<file path="src/rtl/pfc_pkg.sv">
package pfc_pkg;

  typedef enum logic [1:0] {
    ST_WAIT_GAP = 2'd0,
    ST_IDLE     = 2'd1,
    ST_CAPT     = 2'd2
  } cap_state_e;

  localparam int unsigned TYPE_SHORT = 0;
  localparam int unsigned TYPE_LONG  = 1;
  localparam int unsigned NUM_TYPES  = 2;

endpackage

</file>
<file path="src/rtl/pfc_line_sync.sv">
module pfc_line_sync #(
  parameter int unsigned STAGES = 2
) (
  input  logic clk,
  input  logic rst,
  input  logic line_i,
  output logic lvl_o,
  output logic edge_o
);

  logic [STAGES-1:0] shift_q;
  logic              prev_q;

  always_ff @(posedge clk) begin
    if (rst) begin
      shift_q <= '1;
      prev_q  <= 1'b1;
    end else begin
      shift_q <= {shift_q[STAGES-2:0], line_i};
      prev_q  <= shift_q[STAGES-1];
    end
  end

  assign lvl_o  = shift_q[STAGES-1];
  assign edge_o = shift_q[STAGES-1] ^ prev_q;

endmodule

</file>
<file path="src/rtl/pfc_bit_timer.sv">
module pfc_bit_timer #(
  parameter int unsigned OVS   = 8,
  parameter int unsigned RUN_W = 4
) (
  input  logic             clk,
  input  logic             rst,
  input  logic             tick_i,
  input  logic             edge_i,
  output logic             sample_o,
  output logic [RUN_W-1:0] run_o
);

  localparam int unsigned PH_W = (OVS > 1) ? $clog2(OVS) : 1;
  localparam int unsigned HALF = OVS / 2;

  logic [PH_W-1:0]  ph_q;
  logic [RUN_W-1:0] run_q;
  logic [RUN_W-1:0] run_inc;

  assign sample_o = tick_i && !edge_i && (ph_q == PH_W'(HALF - 1));
  assign run_inc  = (run_q == '1) ? run_q : run_q + 1'b1;
  assign run_o    = run_inc;

  always_ff @(posedge clk) begin
    if (rst) begin
      ph_q  <= '0;
      run_q <= '0;
    end else if (edge_i) begin
      ph_q  <= '0;
      run_q <= '0;
    end else begin
      if (tick_i) begin
        ph_q <= (ph_q == PH_W'(OVS - 1)) ? '0 : ph_q + 1'b1;
      end
      if (sample_o) begin
        run_q <= run_inc;
      end
    end
  end

endmodule

</file>
<file path="src/rtl/pfc_frame_fsm.sv">
module pfc_frame_fsm
  import pfc_pkg::*;
#(
  parameter int unsigned NBITS      = 15,
  parameter int unsigned EDGES      = 14,
  parameter int unsigned LONG_LEAD  = 3,
  parameter int unsigned SHORT_LEAD = 1,
  parameter int unsigned MAX_LOW    = 4,
  parameter int unsigned GAP_BITS   = 6,
  parameter int unsigned RUN_W      = 4
) (
  input  logic             clk,
  input  logic             rst,
  input  logic             lvl_i,
  input  logic             edge_i,
  input  logic             sample_i,
  input  logic [RUN_W-1:0] run_i,
  output logic             valid_o,
  output logic             type_o,
  output logic             err_o,
  output logic [NBITS-1:0] bits_o
);

  localparam int unsigned IDX_W  = $clog2(NBITS + 1);
  localparam int unsigned EDGE_W = $clog2(EDGES + 2);
  localparam int unsigned LEAD_W = $clog2(LONG_LEAD + 2);

  cap_state_e        state_q;
  logic [NBITS-1:0]  work_q;
  logic [NBITS-1:0]  work_nx;
  logic [IDX_W-1:0]  idx_q;
  logic [EDGE_W-1:0] edges_q;
  logic [LEAD_W-1:0] lead_q;
  logic [LEAD_W-1:0] lead_nx;
  logic              first_q;
  logic              at_gap;
  logic              too_low;
  logic              lead_ok;
  logic              room;

  assign room    = (idx_q < IDX_W'(NBITS));
  assign at_gap  = sample_i && lvl_i && (run_i >= RUN_W'(GAP_BITS));
  assign too_low = sample_i && !lvl_i && (run_i > RUN_W'(MAX_LOW));
  assign lead_ok = (lead_q == LEAD_W'(LONG_LEAD)) || (lead_q == LEAD_W'(SHORT_LEAD));

  always_comb begin
    work_nx = work_q;
    if (room) begin
      work_nx[idx_q] = lvl_i;
    end
    lead_nx = lead_q;
    if (first_q && !lvl_i && (lead_q != '1)) begin
      lead_nx = lead_q + 1'b1;
    end
  end

  always_ff @(posedge clk) begin
    if (rst) begin
      state_q <= ST_WAIT_GAP;
      work_q  <= '1;
      idx_q   <= '0;
      edges_q <= '0;
      lead_q  <= '0;
      first_q <= 1'b0;
      valid_o <= 1'b0;
      type_o  <= 1'b0;
      err_o   <= 1'b0;
      bits_o  <= '0;
    end else begin
      valid_o <= 1'b0;
      case (state_q)
        ST_WAIT_GAP: begin
          if (at_gap) begin
            state_q <= ST_IDLE;
          end
        end
        ST_IDLE: begin
          if (edge_i && !lvl_i) begin
            state_q <= ST_CAPT;
            work_q  <= '1;
            idx_q   <= '0;
            edges_q <= EDGE_W'(1);
            lead_q  <= '0;
            first_q <= 1'b1;
          end
        end
        ST_CAPT: begin
          if (edge_i) begin
            if (edges_q != '1) begin
              edges_q <= edges_q + 1'b1;
            end
            if (lvl_i) begin
              first_q <= 1'b0;
            end
          end else if (sample_i) begin
            work_q <= work_nx;
            lead_q <= lead_nx;
            if (room) begin
              idx_q <= idx_q + 1'b1;
            end
            if (too_low) begin
              valid_o <= 1'b1;
              err_o   <= 1'b1;
              type_o  <= (lead_nx == LEAD_W'(LONG_LEAD));
              bits_o  <= work_nx;
              state_q <= ST_WAIT_GAP;
            end else if (at_gap) begin
              valid_o <= 1'b1;
              err_o   <= (edges_q != EDGE_W'(EDGES)) || !lead_ok;
              type_o  <= (lead_q == LEAD_W'(LONG_LEAD));
              bits_o  <= work_nx;
              state_q <= ST_IDLE;
            end
          end
        end
        default: state_q <= ST_WAIT_GAP;
      endcase
    end
  end

endmodule

</file>
<file path="src/rtl/pfc_type_count.sv">
module pfc_type_count
  import pfc_pkg::*;
#(
  parameter int unsigned CNT_W = 8
) (
  input  logic                            clk,
  input  logic                            rst,
  input  logic                            valid_i,
  input  logic                            type_i,
  input  logic                            err_i,
  output logic [NUM_TYPES-1:0][CNT_W-1:0] cnt_o
);

  for (genvar t = 0; t < NUM_TYPES; t++) begin : g_type
    logic hit;
    assign hit = valid_i && !err_i && (type_i == 1'(t));
    always_ff @(posedge clk) begin
      if (rst) begin
        cnt_o[t] <= '0;
      end else if (hit) begin
        cnt_o[t] <= cnt_o[t] + 1'b1;
      end
    end
  end

endmodule

</file>
<file path="src/rtl/pulse_frame_capture.sv">
module pulse_frame_capture
  import pfc_pkg::*;
#(
  parameter int unsigned OVS         = 8,
  parameter int unsigned NBITS       = 15,
  parameter int unsigned EDGES       = 14,
  parameter int unsigned LONG_LEAD   = 3,
  parameter int unsigned SHORT_LEAD  = 1,
  parameter int unsigned MAX_LOW     = 4,
  parameter int unsigned GAP_BITS    = 6,
  parameter int unsigned SYNC_STAGES = 2,
  parameter int unsigned CNT_W       = 8
) (
  input  logic             clk,
  input  logic             rst,
  input  logic             line_i,
  input  logic             tick_i,
  output logic             frame_valid_o,
  output logic             frame_type_o,
  output logic [NBITS-1:0] frame_bits_o,
  output logic             frame_err_o,
  output logic [CNT_W-1:0] long_cnt_o,
  output logic [CNT_W-1:0] short_cnt_o
);

  localparam int unsigned RUN_MAX = (GAP_BITS > MAX_LOW + 1) ? GAP_BITS : MAX_LOW + 1;
  localparam int unsigned RUN_W   = $clog2(RUN_MAX + 2);

  logic                            lvl;
  logic                            edge_det;
  logic                            sample;
  logic [RUN_W-1:0]                run;
  logic [NUM_TYPES-1:0][CNT_W-1:0] counts;

  pfc_line_sync #(.STAGES(SYNC_STAGES)) sync_i (
    .clk    (clk),
    .rst    (rst),
    .line_i (line_i),
    .lvl_o  (lvl),
    .edge_o (edge_det)
  );

  pfc_bit_timer #(.OVS(OVS), .RUN_W(RUN_W)) timer_i (
    .clk      (clk),
    .rst      (rst),
    .tick_i   (tick_i),
    .edge_i   (edge_det),
    .sample_o (sample),
    .run_o    (run)
  );

  pfc_frame_fsm #(
    .NBITS      (NBITS),
    .EDGES      (EDGES),
    .LONG_LEAD  (LONG_LEAD),
    .SHORT_LEAD (SHORT_LEAD),
    .MAX_LOW    (MAX_LOW),
    .GAP_BITS   (GAP_BITS),
    .RUN_W      (RUN_W)
  ) fsm_i (
    .clk      (clk),
    .rst      (rst),
    .lvl_i    (lvl),
    .edge_i   (edge_det),
    .sample_i (sample),
    .run_i    (run),
    .valid_o  (frame_valid_o),
    .type_o   (frame_type_o),
    .err_o    (frame_err_o),
    .bits_o   (frame_bits_o)
  );

  pfc_type_count #(.CNT_W(CNT_W)) count_i (
    .clk     (clk),
    .rst     (rst),
    .valid_i (frame_valid_o),
    .type_i  (frame_type_o),
    .err_i   (frame_err_o),
    .cnt_o   (counts)
  );

  assign long_cnt_o  = counts[TYPE_LONG];
  assign short_cnt_o = counts[TYPE_SHORT];

endmodule

</file>
<file path="config.mk">
export PLATFORM = sky130hd
export DESIGN_NAME = pulse_frame_capture
export DESIGN_NICKNAME = d
export VERILOG_FILES = /design/src/rtl/pfc_pkg.sv /design/src/rtl/pfc_line_sync.sv /design/src/rtl/pfc_bit_timer.sv /design/src/rtl/pfc_frame_fsm.sv /design/src/rtl/pfc_type_count.sv /design/src/rtl/pulse_frame_capture.sv
export SDC_FILE = /design/constraint.sdc
export NUM_CORES = 1
export LEC_CHECK = 0
export BUFFER_PORTS_ARGS = -buffer_cell sky130_fd_sc_hd__buf_2
export CORE_UTILIZATION = 53
export CTS_BUF_LIST = sky130_fd_sc_hd__clkbuf_4
export DETAILED_ROUTE_END_ITERATION = 8
export PLACE_DENSITY = 0.73
export RECOVER_POWER = 25
export SYNTH_ARGS = -nofsm -noshare
export SYNTH_HDL_FRONTEND = slang
export SYNTH_SLANG_ARGS = --single-unit
</file>
<file path="constraint.sdc">
create_clock -name clk -period 4.1 [get_ports clk]
set_clock_uncertainty 0.1 [all_clocks]
set_input_delay 1.23 -clock clk [delete_from_list [all_inputs] [get_ports clk]]
set_output_delay 1.23 -clock clk [all_outputs]
set_load 0.01 [all_outputs]
</file>
==> metrics.md, run 1 <==
| Metric | Value |
|---|---|
| Worst r2r src | `sync_i.shift_q[1]` |
| Inst Count DP | `486` |
| H-tree levels | `3` |
| FF-to-FF path depth | `7` |
| Max-slew headroom | `-27.45%` |
| Share of cells above drive strength 1 | `19.01%` |
| Area after DPL | `~3700 um^2` |
| DP Wirelength | `about 4400 um` |
| Die area | `6794 um^2` |
| DR iter-0 viols | `108` |
| Multi-input logic area | `1863 um^2` |
| Die Y | `82.43 um` |
| Clock power frac | `between 30% and 40%` |
| Synthesized cell area | `between 3000 and 4000 um^2` |
| Yosys warns | `0` |
| Hold_buf cts | `0` |
| Via density | `~5.4` |
| Cell Rows | `28` |
| Worst-path clk slew | `0.11 ns` |
| Ranking of synthesized cells by area | `dfxtp_1 42%, ha_1 7.7%, nor2_1 7.4%, mux2i_1 6.1%, a21oi_1 4.2%` |
| Status | `finished with violations` |
| Yosys cell types | `44` |
| Worst VDD drop | `0.2246 mV` |
| Boundary Pins | `38` |
| First-pass GRT wire length | `10700 um` |
| Switch share | `~24%` |
| R2R Path End | `fsm_i.type_o` |
| Post-Layout Cell Count | `501` |
| Post-CTS sizing | `0` |
| Critical Path RT | `4.37 ns` |
| Via count | `2724` |
| CTS Sinks | `72` |
| Leakage dissipation | `between 0.0015 and 0.002 uW` |
| Measured slew at the worst slew-check pin | `between 1.5 and 2 ns` |
| Final TNS setup | `0 ns` |
| Gr usage total | `about a fifth` |
| Initial antenna violation count | `0` |
| Post-synth EDFFs | `0` |
| CTS tree | `done` |
| Top cell type's share of synthesized area | `42.04%` |
| Max Slew Vio Count | `48` |
| Int Power | `904.1 uW` |
| Avg Inst Size Synth | `8.836 um^2` |
| Yosys top cell by area | `dfxtp_1` |
| CP max FO | `47` |
| Sequential Power Share | `59.5%` |
| Combinational power share | `about 4.9%` |
| Core area | `6096 um^2` |
| Worst Hold Class | `register to register` |
| RSZ-0062 raised after global routing | `no` |
| CP Launch Type | `input port` |
| Vias in the first global route | `2482` |
| Largest net degree at the start of global routing | `between 40 and 50` |
| Nets | `447` |
| Max-cap violations | `1` |
| Antenna fix cells | `0` |
| # fillers | `~560` |
| Post-route ant nets | `0` |
| Setup crit end | `fsm_i.work_q[7]` |
| Failing checks | `capacitance limit, slew limit` |
| Post-synth ARST share | `0%` |
| Minimum clock period | `2.890 ns` |
| Setup Buffers After CTS | `0` |
| Flop2flop setup slack | `1.22 ns` |
| Net Count, Synth | `~410` |
| Drt drc | `0` |
| Kind of critical path | `input port to register` |
| Grt ovf | `0` |
| Starting Density | `approximately 56%` |
| RePlAce Congestion | `0.8287` |
| Seq. cell area | `1441 um^2` |
| Post-route cell area | `3781 um^2` |
| TritonCTS buffer count | `9` |
| Total wire length | `approximately 6400 um` |
| Die Width | `82.43 um` |
| Period utilization | `70.49%` |
| Longest Clk Path Bufs | `2` |
| Final hold vios | `0` |
| Switching Power | `291.3 uW` |
| Cells after Synth | `388` |
| Power Total | `1195 uW` |
| CP endpoint kind | `register` |
| Root Buffer | `clkbuf_4` |
| Flops & latches, synth | `72` |
| WP data arrival | `3.16 ns` |
| P&R area growth vs syn | `10.29%` |
| Fmax | `0.3460 GHz` |
| CP startpoint | `rst` |
| PwrDens | `roughly 320 nW/um^2` |
| Top_reg_cell synth | `dfxtp_1` |
| Drt pass-1 iters | `4` |
| Port Buf Inserts | `37` |
| Clk Latency, worst-skew pair | `0.41 ns` |
| Routed WL per cell | `roughly 13 um` |
| Post-synthesis sequential area ratio | `~42%` |
| Final setup fails | `0` |
worst min path at each step:
stage	from	slack [ns]	cells after the start	end
6_report	sync_i.shift_q[0]	0.33	1	sync_i.shift_q[1]
5_1_grt	sync_i.shift_q[0]	0.35	1	sync_i.shift_q[1]
4_1_cts	sync_i.shift_q[0]	0.34	1	sync_i.shift_q[1]
3_5_place_dp	sync_i.shift_q[0]	0.31	1	sync_i.shift_q[1]
3_3_place_gp	sync_i.shift_q[0]	0.31	1	sync_i.shift_q[1]
2_1_floorplan	sync_i.shift_q[0]	0.29	1	sync_i.shift_q[1]
critical path, stage by stage:
cell	delay [ns]
clkbuf_1	1.34
buf_4	0.43
or2_2	0.14
cell usage in the layout (no fill, tap or decap), types with 9 or more instances in the layout:
master / count
ha_1: 21
xor2_1: 12
or2_2: 19
dfxtp_1: 72
buf_2: 35
clkbuf_4: 9
a211oi_1: 18
nor2_1: 68
inv_1: 11
nand2_1: 26
a21oi_1: 29
mux2i_1: 21
cell type report:
class	count	share of cell area, %
clock buffers	9	1.787
clock inverters	6	1.621
inverters	11	1.092
multi-input cells	287	49.27
flip-flops and latches	72	38.12
well taps	75	2.482
repair buffers	41	5.625
registers in the layout (all words and copies together), names as in the netlist, 3 cells and up:
| name | flops |
|---|---|
| fsm_i.idx_q | 4 |
| fsm_i.lead_q | 3 |
| fsm_i.edges_q | 4 |
| fsm_i.work_q | 15 |
| count_i.cnt_o | 16 |
| fsm_i.bits_o | 15 |
| timer_i.ph_q | 3 |
| timer_i.run_q | 3 |
per-layer routing:
metal  share of wire (%)  track usage [%]  vias up
li1                    -                -     1413
met1                  47            23.09     1250
met2                  47            36.12       49
met3                 3.6            5.934       12
met4                 1.8            9.649        0
met5                   0                0        -
synth_stat cells (2+ instances only):
cell type and number:
dfxtp_1 72, nor2_1 68, a21oi_1 29, nand2_1 26, ha_1 21, mux2i_1 21
or2_2 19, a211oi_1 18, xor2_1 12, inv_1 11, clkbuf_1 10, nand3_1 7
nand4_1 7, nor3_1 6, and3_1 5, buf_2 5, nor2b_1 5, xnor2_1 5
a31oi_1 3, nand3b_1 3, nor3b_1 3, a2bb2oi_1 2, a31o_2 2, and3b_1 2
and4_1 2, buf_4 2, nor3b_2 2, o21ai_0 2, o31ai_1 2, or4_1 2
per-stage QoR:
stage / hold slack, ns / worst slack (ns) / util (%)
3_3_place_gp: 0.3069 / 1.323 / 59.95
6_report: 0.3265 / 1.210 / 62.03
4_1_cts: 0.3369 / 1.265 / 62.07
2_1_floorplan: 0.2895 / 1.443 / -
5_1_grt: 0.3478 / 0.9537 / 62.03
3_5_place_dp: 0.3091 / 1.260 / 59.95
kinds of logic after synthesis:
group	count (synthesis)	share of synthesized area, %
simple gates	162	23.72
flops	72	42.04
compound gates	65	12.15
buf+inv	29	3.613
mux	22	6.460
fa+ha+maj	21	7.664
xor+xnor	17	4.343
power by group through the flow:
stage | combinational [uW] | sequential (uW) | clock, uW
floorplan | 47.8 | 724 | 0
global placement | 57.9 | 726 | 0
detailed placement | 59.1 | 727 | 0
CTS | 59.1 | 711 | 444
global route | 66.4 | 713 | 475
finish | 58.5 | 711 | 426
Note: power is estimated with default switching activity, not from simulation.
==> run 2, diff against run 1 <==
--- a/config.mk
+++ b/config.mk
@@ -9,7 +9,7 @@
 export CORE_UTILIZATION = 53
 export CTS_BUF_LIST = sky130_fd_sc_hd__clkbuf_4
 export DETAILED_ROUTE_END_ITERATION = 8
-export PLACE_DENSITY = 0.73
+export PLACE_DENSITY = 0.76
 export RECOVER_POWER = 25
 export SYNTH_ARGS = -nofsm -noshare
 export SYNTH_HDL_FRONTEND = slang
==> constraint.sdc (replaced) <==
create_clock -name clk -period 2.64 [get_ports clk]
set_clock_uncertainty 0.1 [all_clocks]
set_input_delay 0.792 -clock clk [delete_from_list [all_inputs] [get_ports clk]]
set_output_delay 0.792 -clock clk [all_outputs]
set_load 0.01 [all_outputs]
==> metrics.md, run 2 (synthesis results as in run 1) <==
| Metric | Value |
|---|---|
| Vias in the first global route | `2438 (-1.8%)` |
| Worst r2r src | `timer_i.run_q[0]` |
| CP endpoint kind | `register` |
| Post-CTS sizing | `0 (unchanged)` |
| Largest net degree at the start of global routing | `35 (-27%)` |
| Critical Path RT | `2.86 ns (-1.51 ns)` |
| Boundary Pins | `38 (unchanged)` |
| CTS Sinks | `72 (unchanged)` |
| Drt drc | `0 (unchanged)` |
| Port Buf Inserts | `37 (unchanged)` |
| Worst-path clk slew | `0.12 ns (about the same)` |
| Top Registers | `count_i.cnt_o: 16 flops, fsm_i.bits_o: 15 flops, fsm_i.work_q: 15 flops` |
| Final Core Density | `62.50% (+0.47 points)` |
| Measured slew at the worst slew-check pin | `1.380 ns (-0.5319 ns)` |
| HP Start | `sync_i.shift_q[0]` |
| Seq. cell area | `1441 um^2 (unchanged)` |
| RePlAce Congestion | `0.8215 (-0.87%)` |
| Grt ovf | `0 (unchanged)` |
| Leakage dissipation | `0.001601 uW (+0.48%)` |
| Worst path max stage delay | `0.47 ns (-0.87 ns)` |
| Final hold vios | `0 (unchanged)` |
| DP Wirelength | `4535 um (+3.3%)` |
| Minimum clock period | `~2.3 ns` |
| Inst Count DP | `490 (+0.82%)` |
| H-tree levels | `3 (unchanged)` |
| TritonCTS buffer count | `9 (unchanged)` |
| Antenna fix cells | `0 (unchanged)` |
| Kind of critical path | `register to register` |
| Starting Density | `56.24% (unchanged)` |
| Most common cell after layout, fill and taps aside | `dfxtp_1` |
| CP max FO | `34 (-28%)` |
| Total wire length | `6514 um (+2.5%)` |
| Most flops, register | `count_i.cnt_o` |
| Die Width | `82.43 um (unchanged)` |
| Longest Clk Path Bufs | `2 (unchanged)` |
| Buf+Inv Stages, Crit Path | `1 (-1)` |
| CP max stage cell | `dfxtp_1` |
| P&R area growth vs syn | `11.13%` |
| Gr usage total | `21.05% (+0.36 points)` |
| Via density | `5.425 (-0.22%)` |
| Max-slew headroom | `8.013% (+35 points)` |
| Max Slew Vio Count | `0 (-100%)` |
| CP Launch Type | `register` |
| Period utilization | `86.00%` |
| PwrDens | `474.0 nW/um^2 (+50%)` |
| Status | `finished clean` |
| DR iter-0 viols | `102 (-5.6%)` |
| CP cell instances | `ha_1, nand2_1, a211oi_1, nor4_4, buf_12, nor2b_1, a31o_2` |
| CTS tree | `done` |
| Nets | `451 (+0.89%)` |
| Post-Layout Cell Count | `506 (+1.0%)` |
| Area after DPL | `3697 um^2 (+1.2%)` |
| CP top delay family | `compound AO/OA/AOI/OAI gates` |
| CP startpoint | `timer_i.run_q[0]` |
| Largest register FFs | `16 (unchanged)` |
| Die Y | `82.43 um (unchanged)` |
| RSZ-0062 raised after global routing | `no` |
| Max-cap violations | `0 (-1)` |
| First-pass GRT wire length | `10800 um (+0.91%)` |
| Drt pass-1 iters | `4 (unchanged)` |
| Post-route cell area | `3810 um^2 (+0.76%)` |
| Flop2flop setup slack | `0.37 ns (-0.85 ns)` |
| Hold_buf cts | `0 (unchanged)` |
| Worst VDD drop | `0.2477 mV (+10%)` |
| Core area | `6096 um^2 (unchanged)` |
| Post-route ant nets | `0 (unchanged)` |
| Root Buffer | `clkbuf_4` |
| Worst Hold Class | `register to register` |
| Via count | `2745 (+0.77%)` |
| Most frequent cells in the layout | `72 x dfxtp_1, 68 x nor2_1, 36 x buf_2` |
| Final TNS setup | `0 ns (unchanged)` |
| Routed WL per cell | `12.87 um (+1.5%)` |
| Fmax | `0.4405 GHz` |
| Initial antenna violation count | `0 (unchanged)` |
| WP data arrival | `2.49 ns (-0.67 ns)` |
| Cell Rows | `28 (unchanged)` |
| Setup Buffers After CTS | `0 (unchanged)` |
| Share of cells above drive strength 1 | `20.19% (+1.2 points)` |
| Clk Latency, worst-skew pair | `0.42 ns (about the same)` |
| Multi-input logic area | `1863 um^2 (unchanged)` |
| Final setup fails | `0 (unchanged)` |
| # fillers | `563 (+0.72%)` |
| Die area | `6794 um^2 (unchanged)` |
run 2: cell types whose count changed in the layout (fill, tap and decap cells not counted), sizes merged:
cell and change:
buf +4, clkinvlp +3, bufinv -1, clkinv -1
run 2: final cells by class:
type	count	share of cell area, %
clock inverter	7	1.281
timing repair buffer	45	6.667
clock buffer	9	1.773
inverter	11	1.084
multi-input combinational	287	48.90
sequential	72	37.83
tap	75	2.463
run 2: stage by stage:
stage / hold WS (ns) / setup WS, ns / total power, uW
2_1_floorplan: 0.2895 / 0.4206 / 1198
3_3_place_gp: 0.2951 / 0.4210 / 1224
3_5_place_dp: 0.2967 / 0.3853 / 1227
4_1_cts: 0.3242 / 0.4209 / 1824
5_1_grt: 0.3667 / 0.2284 / 1892
6_report: 0.3243 / 0.3697 / 1806
run 2: path summary, 6_finish.rpt:
check | end | cells after the start
max reg2reg | fsm_i.type_o | 7
max | fsm_i.type_o | 7
min reg2reg | sync_i.shift_q[1] | 1
min | sync_i.shift_q[1] | 1
run 2: per-layer routing:
metal	part of all wire (%)	wire length, um	track usage, %
met5	0	0	0
met4	2.0	129	11.05
met3	3.1	205	4.396
met2	47	3044	34.55
met1	48	3134	25.83
run 2: where the power goes:
group          leakage (uW)  total [uW]  internal [uW]  switching [uW]
combinational      0.000965         100           34.7            65.6
clock             0.0000539         605            190             414
sequential         0.000582        1100           1090            6.76
==> run 3, diff against run 2 <==
--- a/config.mk
+++ b/config.mk
@@ -9,7 +9,8 @@
 export CORE_UTILIZATION = 53
 export CTS_BUF_LIST = sky130_fd_sc_hd__clkbuf_4
 export DETAILED_ROUTE_END_ITERATION = 8
-export PLACE_DENSITY = 0.76
+export MAX_ROUTING_LAYER = met4
+export PLACE_DENSITY_LB_ADDON = 0.05
 export RECOVER_POWER = 25
 export SYNTH_ARGS = -nofsm -noshare
 export SYNTH_HDL_FRONTEND = slang
==> constraint.sdc (replaced) <==
create_clock -name clk -period 2 [get_ports clk]
set_clock_uncertainty 0.1 [all_clocks]
set_input_delay 0.6 -clock clk [delete_from_list [all_inputs] [get_ports clk]]
set_output_delay 0.6 -clock clk [all_outputs]
set_load 0.01 [all_outputs]
==> metrics.md, run 3 (synthesis results as in run 1) <==
| Metric | Value |
|---|---|
| H-tree levels | `3 (unchanged)` |
| Post-route cell area | `4189 um^2 (+10%)` |
| Measured slew at the worst slew-check pin | `0.4487 ns (-0.9311 ns)` |
| R2R Path End | `fsm_i.type_o` |
| Hold-critical path depth | `2 (+1)` |
| Max Slew Vio Count | `0 (unchanged)` |
| Met1 Use GR | `25.47% (-0.36 points)` |
| P&R area growth vs syn | `22.19%` |
| Sequential Power Share | `54.5% (-6.5 points)` |
| Top Usage Layer GRT | `met2` |
| Most flops, register | `count_i.cnt_o` |
| Worst setup margin | `0.07796 ns (-0.2917 ns)` |
| Total wire length | `7088 um (+8.8%)` |
| Final TNS setup | `0 ns (unchanged)` |
| Drt drc | `0 (unchanged)` |
| Status | `finished clean` |
| CP max stage cell | `dfxtp_2` |
| Routed WL per cell | `13.40 um (+4.1%)` |
| Inst Count DP | `510 (+4.1%)` |
| DP Wirelength | `4935 um (+8.8%)` |
| Minimum clock period | `1.922 ns (-0.3483 ns)` |
| Switching Power | `647.8 uW (+33%)` |
| Port Buf Inserts | `37 (unchanged)` |
| Vias in the first global route | `2615 (+7.3%)` |
| Final hold vios | `0 (unchanged)` |
| Pre-CTS setup slack | `-0.1350 ns (-0.5202 ns)` |
| Starting Density | `56.24% (unchanged)` |
| HP Start | `line_i` |
| Period utilization | `96.10% (+10 points)` |
| Int Power | `2023 uW (+53%)` |
| Most frequent cells in the layout | `68 x nor2_1, 68 x dfxtp_1, 37 x buf_2` |
| Share of cells above drive strength 1 | `28.41% (+8.2 points)` |
| FF-to-FF path depth | `8 (+1)` |
| Clk Latency, worst-skew pair | `0.43 ns (about the same)` |
| Worst Hold Class | `input port to register` |
| Critical Path RT | `2.23 ns (-0.63 ns)` |
| Die Width | `82.43 um (unchanged)` |
| Combinational power share | `6.4% (+0.8 points)` |
| CTS Sinks | `72 (unchanged)` |
| Via density | `5.397 (-0.51%)` |
| Worst-path clk slew | `0.12 ns (about the same)` |
| Boundary Pins | `38 (unchanged)` |
| Final Core Density | `68.72% (+6.2 points)` |
| Die area | `6794 um^2 (unchanged)` |
| First-pass GRT wire length | `11300 um (+4.6%)` |
| PwrDens | `637.6 nW/um^2 (+35%)` |
| Switch share | `24.25% (-2.7 points)` |
| Grt ovf | `0 (unchanged)` |
| CP Launch Type | `register` |
| CP endpoint kind | `register` |
| WP data arrival | `2.15 ns (-0.34 ns)` |
| Die Y | `82.43 um (unchanged)` |
| Via count | `2855 (+4.0%)` |
| Leakage dissipation | `0.001754 uW (+9.6%)` |
| WHS Endpoint | `sync_i.shift_q[0]` |
| RePlAce Congestion | `0.7927 (-3.5%)` |
| Longest Clk Path Bufs | `2 (unchanged)` |
| Gr usage total | `22.54% (+1.5 points)` |
| Seq. cell area | `1446 um^2 (+0.35%)` |
| Worst r2r src | `sync_i.shift_q[1]` |
| Top Registers | `count_i.cnt_o: 16 flops, fsm_i.bits_o: 15 flops, fsm_i.work_q: 15 flops` |
| Cell Rows | `28 (unchanged)` |
| Kind of critical path | `register to register` |
| Buf+Inv Stages, Crit Path | `3 (+2)` |
| CP max FO | `4 (-88%)` |
| Worst path max stage delay | `0.35 ns (-0.12 ns)` |
| Antenna fix cells | `0 (unchanged)` |
| Core area | `6096 um^2 (unchanged)` |
| Clock power frac | `39.1% (+5.6 points)` |
| Largest net degree at the start of global routing | `28 (-20%)` |
| Final setup fails | `0 (unchanged)` |
| Post-route ant nets | `0 (unchanged)` |
| # fillers | `525 (-6.7%)` |
| Largest register FFs | `16 (unchanged)` |
| DR iter-0 viols | `79 (-23%)` |
| CP cell instances | `inv_2, ha_4, nand4_1, nor4_4, buf_6, buf_4, nor3b_1, a31o_2` |
| CP top delay family | `simple AND/OR/NAND/NOR gates` |
| Initial antenna violation count | `0 (unchanged)` |
| CTS tree | `done` |
| Fmax | `0.5203 GHz (+18%)` |
| M3 GR Usage | `3.956% (-0.44 points)` |
| Max-cap violations | `0 (unchanged)` |
| Drt pass-1 iters | `4 (unchanged)` |
| TritonCTS buffer count | `9 (unchanged)` |
| Area after DPL | `3876 um^2 (+4.8%)` |
| Root Buffer | `clkbuf_4` |
| Max-slew headroom | `69.31% (+61 points)` |
| Flop2flop setup slack | `0.08 ns (-0.29 ns)` |
| Nets | `474 (+5.1%)` |
| Grt met2 use | `39.09% (+4.5 points)` |
| Multi-input logic area | `1969 um^2 (+5.7%)` |
| Worst VDD drop | `0.4585 mV (+85%)` |
| Post-Layout Cell Count | `529 (+4.5%)` |
-- run 3: through the flow --
step                hold WS, ns  power (uW)
floorplan                0.2895        1582
global placement         0.3075        1637
detailed placement       0.3185        1640
CTS                      0.2480        2670
global route             0.2307        2776
finish                   0.2677        2671
-- run 3: layer usage --
metal / vias to the layer above / wire (um)
li1: 1466 / -
met1: 1337 / 3321
met2: 43 / 3473
met3: 9 / 198
met4: 0 / 95
met5: - / 0
-- run 3: power groups by stage --
stage          clock network, uW  logic, uW  registers, uW
2_1_floorplan                  0       99.1           1480
3_3_place_gp                   0        152           1480
3_5_place_dp                   0        155           1480
4_1_cts                     1060        158           1450
5_1_grt                     1130        191           1460
6_report                    1040        171           1460
-- run 3: cell type report --
class	instances	area share [%]
clock buffer	9	1.613
clock inverter	7	2.270
inverter	11	0.9857
multi-input combinational	287	47.01
sequential	72	34.53
tap	75	2.240
timing repair buffer	68	11.35
-- run 3: timing repair --
item	4_1_cts	5_1_grt
resized for setup	5	26
hold buffers	0	0
setup endpoints to repair	20	43
pin swaps	2	3
buffers inserted	1	2
-- run 3: worst max-delay path by stage --
stage	from	end	slack [ns]	cells past startpoint
CTS	fsm_i.state_q[1]	fsm_i.work_q[1]	-0.008	8
finish	sync_i.shift_q[1]	fsm_i.type_o	0.08	8
floorplan	tick_i	fsm_i.work_q[14]	0.004	6
detailed placement	timer_i.ph_q[1]	fsm_i.type_o	-0.13	6
global route	sync_i.shift_q[1]	fsm_i.bits_o[10]	-0.03	8
global placement	timer_i.ph_q[0]	fsm_i.type_o	-0.09	6
